`src/rtl/fv_pkg.sv`:
```
package fv_pkg;
  // per-cycle strobes from control to datapath
  typedef struct packed {
    logic accept;
    logic repeatWord;
    logic hit;
    logic insert;
    logic ageTick;
  } fvStrobe_t;
endpackage

```
`src/rtl/fv_ctrl.sv`:
```
module fv_ctrl
  import fv_pkg::*;
#(
  parameter int WIDTH      = 32,
  parameter int TS_BITS    = 3,
  parameter int AGE_PERIOD = 1024,
  parameter int EXCL_MAX   = 16,
  localparam int ENTRIES   = WIDTH,
  localparam int IDX_W     = $clog2(ENTRIES),
  localparam int CNT_W     = $clog2(AGE_PERIOD)
) (
  input  logic               clk,
  input  logic               rstN,
  input  logic               inValid,
  input  logic [WIDTH-1:0]   inData,
  input  logic [WIDTH-1:0]   lastVal,
  input  logic [ENTRIES-1:0] matchVec,
  input  logic [ENTRIES-1:0] entryRef,
  input  logic [TS_BITS-1:0] entryTs [ENTRIES],
  output fvStrobe_t          stb,
  output logic [IDX_W-1:0]   victimIdx
);

  logic [CNT_W-1:0]   ageCnt;
  logic               excluded;
  logic [TS_BITS:0]   bestKey;
  logic [TS_BITS:0]   curKey;

  assign excluded = (inData >= WIDTH'(1)) && (inData <= WIDTH'(EXCL_MAX));

  always_comb begin
    stb.accept     = inValid;
    stb.repeatWord = inValid && (inData == lastVal);
    stb.hit        = inValid && !stb.repeatWord && (|matchVec);
    stb.insert     = inValid && !stb.repeatWord && !(|matchVec) && !excluded;
    stb.ageTick    = inValid && (ageCnt == CNT_W'(AGE_PERIOD - 1));
  end

  // smallest {ref, ts}; strict compare keeps the lowest index on ties
  always_comb begin
    victimIdx = IDX_W'(1);
    bestKey   = {entryRef[1], entryTs[1]};
    curKey    = '0;
    for (int i = 2; i < ENTRIES; i++) begin
      curKey = {entryRef[i], entryTs[i]};
      if (curKey < bestKey) begin
        bestKey   = curKey;
        victimIdx = IDX_W'(i);
      end
    end
  end

  always_ff @(posedge clk or negedge rstN) begin
    if (!rstN) begin
      ageCnt <= '0;
    end else if (inValid) begin
      ageCnt <= (ageCnt == CNT_W'(AGE_PERIOD - 1)) ? '0 : ageCnt + CNT_W'(1);
    end
  end


  victim_not_zero_chk: assert property (@(posedge clk) disable iff (!rstN)
    stb.insert |-> (victimIdx != '0));


  tick_wraps_chk: assert property (@(posedge clk) disable iff (!rstN)
    stb.ageTick |=> (ageCnt == '0));

endmodule

```
`src/rtl/fv_datapath.sv`:
```
module fv_datapath
  import fv_pkg::*;
#(
  parameter int WIDTH    = 32,
  parameter int TS_BITS  = 3,
  parameter int EXCL_MAX = 16,
  localparam int ENTRIES = WIDTH,
  localparam int IDX_W   = $clog2(ENTRIES)
) (
  input  logic               clk,
  input  logic               rstN,
  input  fvStrobe_t          stb,
  input  logic [IDX_W-1:0]   victimIdx,
  input  logic [WIDTH-1:0]   inData,
  output logic [WIDTH-1:0]   lastVal,
  output logic [ENTRIES-1:0] matchVec,
  output logic [ENTRIES-1:0] entryRef,
  output logic [TS_BITS-1:0] entryTs [ENTRIES],
  output logic [WIDTH-1:0]   busOut,
  output logic               skipOut
);

  logic [WIDTH-1:0]   entryVal [ENTRIES];
  logic [ENTRIES-1:0] entryValid;
  logic [TS_BITS:0]   refTs    [ENTRIES];
  logic [WIDTH-1:0]   code;
  logic               rawOneHot;

  // slot 0 is the hardwired zero
  always_comb begin
    matchVec[0] = (inData == '0);
    for (int i = 1; i < ENTRIES; i++) begin
      matchVec[i] = entryValid[i] && (entryVal[i] == inData);
    end
    for (int i = 0; i < ENTRIES; i++) begin
      refTs[i] = {entryRef[i], entryTs[i]};
    end
  end

  assign code      = stb.hit ? matchVec : inData;
  assign rawOneHot = !stb.hit && ($countones(inData) == 1);

  always_ff @(posedge clk or negedge rstN) begin
    if (!rstN) begin
      for (int i = 0; i < ENTRIES; i++) begin
        entryVal[i] <= '0;
        entryTs[i]  <= '0;
      end
      entryValid <= '0;
      entryRef   <= '0;
    end else if (stb.accept) begin
      for (int i = 1; i < ENTRIES; i++) begin
        if (stb.insert && (victimIdx == IDX_W'(i))) begin
          entryVal[i]   <= inData;
          entryValid[i] <= 1'b1;
          entryRef[i]   <= 1'b1;
          entryTs[i]    <= '0;
        end else begin
          if (stb.ageTick) begin
            entryTs[i]  <= refTs[i][TS_BITS:1];
            entryRef[i] <= 1'b0;
          end
          if (stb.hit && matchVec[i]) entryRef[i] <= 1'b1;
        end
      end
    end
  end

  always_ff @(posedge clk or negedge rstN) begin
    if (!rstN) begin
      busOut  <= '0;
      skipOut <= 1'b0;
      lastVal <= '0;
    end else if (stb.accept) begin
      lastVal <= inData;
      if (stb.repeatWord) begin
        skipOut <= 1'b0;
      end else begin
        busOut  <= busOut ^ code;
        skipOut <= rawOneHot;
      end
    end
  end


  hit_one_wire_chk: assert property (@(posedge clk) disable iff (!rstN)
    stb.hit |=> ($countones(busOut ^ $past(busOut)) == 1));


  repeat_hold_chk: assert property (@(posedge clk) disable iff (!rstN)
    (stb.accept && stb.repeatWord) |=> ($stable(busOut) && !skipOut));


  nonrepeat_moves_chk: assert property (@(posedge clk) disable iff (!rstN)
    (stb.accept && !stb.repeatWord) |=> (busOut != $past(busOut)));


  skip_onehot_chk: assert property (@(posedge clk) disable iff (!rstN)
    stb.accept |=> (!skipOut || ($countones(busOut ^ $past(busOut)) == 1)));


  idle_hold_chk: assert property (@(posedge clk) disable iff (!rstN)
    !stb.accept |=> $stable(busOut));


  single_match_chk: assert property (@(posedge clk) disable iff (!rstN)
    $onehot0(matchVec));

  for (genvar g = 1; g < ENTRIES; g++) begin : gEntryChk

    no_small_value_chk: assert property (@(posedge clk) disable iff (!rstN)
      entryValid[g] |-> (entryVal[g] > WIDTH'(EXCL_MAX)));
  end

endmodule

```
`src/rtl/fv_bus_encoder.sv`:
```
module fv_bus_encoder
  import fv_pkg::*;
#(
  parameter int WIDTH      = 32,
  parameter int TS_BITS    = 3,
  parameter int AGE_PERIOD = 1024,
  parameter int EXCL_MAX   = 16
) (
  input  logic             clk,
  input  logic             rstN,
  input  logic             inValid,
  output logic             inReady,
  input  logic [WIDTH-1:0] inData,
  output logic [WIDTH-1:0] busOut,
  output logic             skipOut
);

  localparam int ENTRIES = WIDTH;
  localparam int IDX_W   = $clog2(ENTRIES);

  fvStrobe_t          stb;
  logic [IDX_W-1:0]   victimIdx;
  logic [WIDTH-1:0]   lastVal;
  logic [ENTRIES-1:0] matchVec;
  logic [ENTRIES-1:0] entryRef;
  logic [TS_BITS-1:0] entryTs [ENTRIES];

  assign inReady = 1'b1;

  fv_ctrl #(
    .WIDTH(WIDTH), .TS_BITS(TS_BITS), .AGE_PERIOD(AGE_PERIOD), .EXCL_MAX(EXCL_MAX)
  ) i_ctrl (
    .clk(clk), .rstN(rstN), .inValid(inValid), .inData(inData),
    .lastVal(lastVal), .matchVec(matchVec), .entryRef(entryRef),
    .entryTs(entryTs), .stb(stb), .victimIdx(victimIdx)
  );

  fv_datapath #(
    .WIDTH(WIDTH), .TS_BITS(TS_BITS), .EXCL_MAX(EXCL_MAX)
  ) i_datapath (
    .clk(clk), .rstN(rstN), .stb(stb), .victimIdx(victimIdx), .inData(inData),
    .lastVal(lastVal), .matchVec(matchVec), .entryRef(entryRef),
    .entryTs(entryTs), .busOut(busOut), .skipOut(skipOut)
  );

endmodule

```
`config.mk`:
```
export PLATFORM = sky130hd
export DESIGN_NAME = fv_bus_encoder
export DESIGN_NICKNAME = d
export VERILOG_FILES = /design/src/rtl/fv_pkg.sv /design/src/rtl/fv_ctrl.sv /design/src/rtl/fv_datapath.sv /design/src/rtl/fv_bus_encoder.sv
export SDC_FILE = /design/constraint.sdc
export NUM_CORES = 2
export LEC_CHECK = 0
export ABC_CLOCK_PERIOD_IN_PS = 65300
export BUFFER_PORTS_ARGS = -buffer_cell sky130_fd_sc_hd__buf_2
export CELL_PAD_IN_SITES_DETAIL_PLACEMENT = 1
export CELL_PAD_IN_SITES_GLOBAL_PLACEMENT = 2
export CORE_ASPECT_RATIO = 0.6
export CORE_MARGIN = 2
export CORE_UTILIZATION = 28
export CTS_CLUSTER_DIAMETER = 200
export DETAILED_ROUTE_END_ITERATION = 10
export HOLD_SLACK_MARGIN = 0.15
export PLACE_DENSITY_LB_ADDON = 0.1
export RECOVER_POWER = 50
export SLEW_MARGIN = 30
export SYNTH_ARGS = -nofsm -noshare
export SYNTH_HDL_FRONTEND = slang
export SYNTH_SLANG_ARGS = --single-unit
```
`constraint.sdc`:
```
create_clock -name clk -period 65.3 [get_ports clk]
set_input_delay 13.06 -clock clk [delete_from_list [all_inputs] [get_ports clk]]
set_output_delay 13.06 -clock clk [all_outputs]
set_load 0.03 [all_outputs]
```
== Yosys cells after proc, flatten, opt, wreduce, memory -nomap -nowiden ==
Index checks and enable logic that the tools add are counted.

* Register bits: 1222
* Input port bits: 35
* Word-level logic and storage cells: 709

* $add $sub $neg: 32
* Magnitude comparators: 32
* Eq/ne operators: 65
* Multiplexer cells: 187
* Bitwise logic cells: 2
* Reductions and logical operators: 263

{| class="wikitable"
|+ Operators by type and width
! kind !! number
|-
| equality test 32 bit || 32
|-
| adder 32 bit || 15
|-
| 2-to-1 mux 3 bit || 66
|-
| AND reduction 2 bit || 94
|-
| 2-to-1 mux 4 bit || 37
|-
| < comparator 4 bit || 30
|-
| logical AND 1 bit || 101
|-
| nonzero test 3 bit || 31
|-
| equality test 5 bit, second input constant || 16
|-
| 2-to-1 mux 5 bit || 16
|-
| 2-to-1 mux 1 bit || 64
|-
| nonzero test 2 bit || 31
|-
| equality test 5 x 4 -> 1 bit, second input constant || 8
|-
| adder 1 x 1 -> 2 bit || 16
|-
| equality test 32 x 2 -> 1 bit, second input constant || 1
|-
| >= comparator 32 x 1 -> 1 bit, second input constant || 1
|-
| <= comparator 32 x 5 -> 1 bit, second input constant || 1
|-
| zero test 32 bit || 1
|-
| 2-to-1 mux 32 bit || 1
|-
| OR reduction 32 bit || 1
|-
| bitwise XOR 32 bit || 1
|-
| equality test 5 x 3 -> 1 bit, second input constant || 4
|-
| adder 10 x 1 -> 10 bit, second input constant || 1
|-
| equality test 10 bit, second input constant || 1
|-
| other kinds (6) || 11
|}

== Depth between registers and ports, before layout ==
* Word-level depth: 64
* Gate-level depth with buffers: 214
* Gate-level depth less buffers: 209

== Modules after synthesis ==
A second synthesis with hierarchy kept.

* Cell total of the unflattened synthesis: 6252
* Area, all modules: 67857.6 µm²

{| class="wikitable"
|+ By module, submodules not included
! module !! instances !! cells an instance !! area an instance (µm²) !! sequential area each (µm²)
|-
| fv_datapath || 1 || 5278 || 61154.9 || 30329.1
|-
| fv_ctrl || 1 || 972 || 6691.4 || 250.2
|-
| fv_bus_encoder || 1 || 2 || 11.3 || 0.0
|}

== Worst setup path before layout ==
No wires, ideal clock.

* Kind: register -> register
* Start: register i_datapath.entryTs[91] in the netlist's numbering
* End: register i_datapath.entryVal[294] in the netlist's numbering
* Setup time: 0.125 ns
* Data arrival time: 37.276 ns
* Required time: 65.175 ns
* Setup slack: 27.900 ns
* Cell stages (with the launch flop): 205
* Buffers on the path: 5
* Path through: dfrtp_1 -> inv_1 -> ha_1 -> o211ai_1 -> o21a_1 -> buf_4 -> nor2_1 -> a21oi_1 -> ha_1 -> nor2b_1 -> o311ai_0 -> nand3_1 -> mux2i_1 -> ha_1 -> and3b_1 -> a221oi_1 -> mux2i_1 -> inv_1 -> [169 not listed] -> a22o_1 -> a41oi_1 -> o21ai_1 -> nor2_1 -> a21oi_1 -> ha_1 -> a21o_1 -> a21o_1 -> a21o_1 -> a311oi_1 -> a21o_1 -> buf_6 -> or4b_1 -> buf_4 -> nand2b_1 -> clkbuf_1 -> clkbuf_1 -> mux2_2

* Word-level cells in the longest chain between the ends: 63
* Elaborated cells between the ends (all ways): 92

{| class="wikitable"
|+ RTL lines
! item !! RTL line !! RTL
|-
| start: declaration || fv_datapath.sv:18 || <nowiki>output logic [TS_BITS-1:0] entryTs [ENTRIES],</nowiki>
|-
| start signal: indexed assignment || fv_datapath.sv:60 || <nowiki>entryTs[i] <= refTs[i][TS_BITS:1];</nowiki>
|-
| < comparator 4 bit || fv_ctrl.sv:46 || <nowiki>if (curKey < bestKey) begin</nowiki>
|-
| 2-to-1 mux 4 bit || fv_ctrl.sv:46 ||
|-
| < comparator 4 bit || fv_ctrl.sv:46 ||
|-
| 2-to-1 mux 4 bit || fv_ctrl.sv:46 ||
|-
| < comparator 4 bit || fv_ctrl.sv:46 ||
|-
| 2-to-1 mux 4 bit || fv_ctrl.sv:46 ||
|-
| < comparator 4 bit || fv_ctrl.sv:46 ||
|-
| 2-to-1 mux 4 bit || fv_ctrl.sv:46 ||
|-
| [47 not listed] || n/a ||
|-
| 2-to-1 mux 4 bit || fv_ctrl.sv:46 ||
|-
| < comparator 4 bit || fv_ctrl.sv:46 ||
|-
| 2-to-1 mux 4 bit || fv_ctrl.sv:46 ||
|-
| < comparator 4 bit || fv_ctrl.sv:46 ||
|-
| 2-to-1 mux 5 bit * || fv_ctrl.sv:46 ||
|-
| equality test 5 bit * || fv_datapath.sv:53 || <nowiki>if (stb.insert && (victimIdx == IDX_W'(i))) begin</nowiki>
|-
| logical AND 1 bit * || fv_datapath.sv:53 ||
|-
| AND reduction 2 bit (no line) * || n/a ||
|-
| end signal: indexed assignment || fv_datapath.sv:54 || <nowiki>entryVal[i] <= inData;</nowiki>
|-
| end: declaration || fv_datapath.sv:23 || <nowiki>logic [WIDTH-1:0] entryVal [ENTRIES];</nowiki>
|}

Mark *: on every way between the ends. The rest lies on a longest branch, timed or not.
A chain may end at the register's enable or synchronous reset.

== Worst setup path in the final report ==
* Start: register i_datapath.entryTs[91] in the netlist's numbering
* End: register i_datapath.entryVal[357] in the netlist's numbering

Same word-level chain as after synthesis.

==> metrics <==
clock sinks 1222; # DRC 0; syn nets 5872; initial antenna violation count 27; unrepaired setup endpoints after global routing no; Final Cycle Share 0.7070; Worst-Skew Late Latency 800 ps; post-synth cell types 109; kind of critical path reg -> reg; P_leak 0.03199 uW; GR Util All Layers 0.1890; Synth Flop Type dfrtp_1; gpl congestion 0.7726; synth-to-layout area growth 13.13%; input/output buffers 67; Final Cell Area 74010 um^2; Mapped Cells 5676; Worst Setup End Kind flip-flop; max-cap viol count 22; Post-synth EDFFs 0; Synth area leaders dfrtp_1 (47%), mux2_2 (16%), xnor2_1 (10%); worst-margin pin slew 4741 ps; critical path arrival 46840 ps; Post-Route WL 223.5 mm; clock skew 50.28 ps; Warnings, synthesis 0; die area 237700 um^2; FP Rows 137; Crit Path Max Fanout 34; synthesized flop and latch total 1222; final core occ 0.3186; vias per inst 4.836; CTS Buffer Depth 4; setup bufs post-CTS 0; Synth Cell Area 65420 um^2; post-cts sizing count 0; register area share after synthesis 0.4674; first-pass GRT wire length 330.0 mm; wire per inst 25.19 um; DR pass1 iterations 5; Worst VDD drop 25.61 uV; Achievable Freq 21.66 MHz; number of hold buffers added after CTS 0; TritonCTS buffer count 144; pwr/cell area 39.48 nW/um^2; status complete, but fails checks; Async SR Flop Fraction 1.000; worst min-delay path class reg -> reg; # setup viols final 0; H-tree Lvls 4; CTS tree built; Worst slew margin -2.161; area leader, netlist dfrtp_1; slowest CP cell or4b_1; count of final hold-check violations 0; Die Width 628.0 um; Ports 69; FILL cells 25.07k; syn_area_per_cell 11.53 um^2; layout cells sized above 1 0.2433; CTS root buf clkbuf_16; number of global-route vias before repair 44.60k; failing checks max-capacitance violations, max-slew violations; Reg clk slew, reported paths 60 ps; global route overflow 0; post-DP HPWL 146.5 mm; Initial Utilization 0.2817; Placement Cell Area 69510 um^2; Via Count 42.91k; Tot Pwr 2922 uW; die height 378.4 um; pin count of the biggest net entering global routing 155; hold slack 463.1 ps; share of the synthesized area in the top cell type 0.4674; fin. max-slew vios 1338; Iter 0 DRT Violations 2303; Nets 5835; Critical Path Most Common Cell ha_1; Critical Path RT 65970 ps; crit path time final 46170 ps; core box area 232300 um^2; Sequential Area 30580 um^2; CP peak stage delay 950 ps; Startpoint Class flip-flop; final setup TNS 0 ps; ANT nets after route 0; area of the multi-input gates 32830 um^2
## metal layers
metal	up-vias	share of wire	GRT usage
li1	19590	-	-
met1	22520	0.53	0.2964
met2	568	0.41	0.2728
met3	226	0.039	0.02720
met4	4	0.016	0.03334
met5	-	0.00011	0
## cells in the final DEF (no fill, tap or decap), types with 65 or more instances in the layout
cell          n
dfrtp_1    1222
mux2_2      920
xnor2_1     775
nand2_1     370
xor2_1      287
nand4_1     214
inv_1       171
clkbuf_16   146
ha_1        135
buf_4       133
a21oi_1     125
nor2_1      104
nor4_1      102
o21ai_0      84
clkbuf_1     82
nand3_1      74
mux2_1       65
## where the power goes
| part | total, uW | internal, uW | switching, uW | leakage (uW) |
|---|---|---|---|---|
| clock | 822 | 478 | 344 | 0.00228 |
| combinational | 992 | 469 | 522 | 0.0137 |
| sequential | 1110 | 967 | 141 | 0.0160 |
| total | 2920 | 1910 | 1010 | 0.0320 |
## worst max-delay path, delay by kind of cell, from the launching register on
kind	cells	cell delay [ps]
mux	8	2470
simple gates	54	11350
buf+inv	8	1220
compound gates	97	22230
fa+ha+maj	30	8190
flops	1	410
## path summary, 6_finish.rpt
| check | slack, ps | from | endpoint | cells past startpoint |
|---|---|---|---|---|
| min reg2reg | 460 | i_datapath.busOut[12] | i_datapath.busOut[12] | 1 |
| max in group asynchronous | 35350 | rstN | i_datapath.entryVal[251] | 6 |
| min in group asynchronous | 13830 | rstN | i_datapath.lastVal[30] | 1 |
| max | 19130 | i_datapath.entryTs[91] | i_datapath.entryVal[357] | 197 |
| min | 460 | i_datapath.busOut[12] | i_datapath.busOut[12] | 1 |
| max reg2reg | 19130 | i_datapath.entryTs[91] | i_datapath.entryVal[357] | 197 |
## state kept, by name (all words and copies together) (netlist names)
| register | cells |
|---|---|
| i_datapath.lastVal | 32 |
| i_datapath.entryRef | 31 |
| i_datapath.busOut | 32 |
| i_datapath.entryVal | 992 |
| i_datapath.entryTs | 93 |
| i_ctrl.ageCnt | 10 |
| i_datapath.entryValid | 31 |
| i_datapath.skipOut | 1 |
## cell usage after synthesis, types with 16 or more instances
master,number
a31oi_1,23
buf_1,67
mux2_2,920
nand4_1,214
ha_1,135
a21boi_0,42
mux2_1,65
nor2b_1,38
a21o_1,29
xnor2_1,775
a211oi_1,18
or2_2,31
a21oi_1,125
nand2_1,371
o211ai_1,20
nand2b_1,42
buf_2,54
nand3_1,74
o21a_1,16
dfrtp_1,1222
xor2_1,287
o21ai_0,84
or4_1,18
mux2i_1,23
inv_1,171
nor2_1,107
nor3_1,27
nor4_1,111
clkbuf_1,244
nand3b_1,20
fa_1,26
## per-stage QoR
stage          setup WS [ps]  instances
4_1_cts                19370       8858
3_5_place_dp           19590       8618
3_3_place_gp           20670       8614
5_1_grt                14710       8861
2_1_floorplan          27900       5676
6_report               19130       8872
## layout make-up
class / count / share of cell area
multi-input cells: 3902 / 0.4436
flip-flops and latches: 1222 / 0.4132
clock buffers: 205 / 0.05669
well taps: 3127 / 0.05286
repair buffers: 198 / 0.01899
inverters: 171 / 0.008673
clock inverters: 35 / 0.005596
diodes: 12 / 0.0004057
## kinds of logic after synthesis
kind of cell	count (synthesis)	synth area share
AO/OA/AOI/OAI	538	0.05753
XOR/XNOR	1062	0.1422
adder cells (fa/ha/maj)	164	0.03423
buffers and inverters	552	0.03420
flip-flops	1222	0.4674
multiplexers	1018	0.1754
other	1	0.00005732
AND/OR/NAND/NOR	1119	0.08901
(Power assumes the default switching activity.)
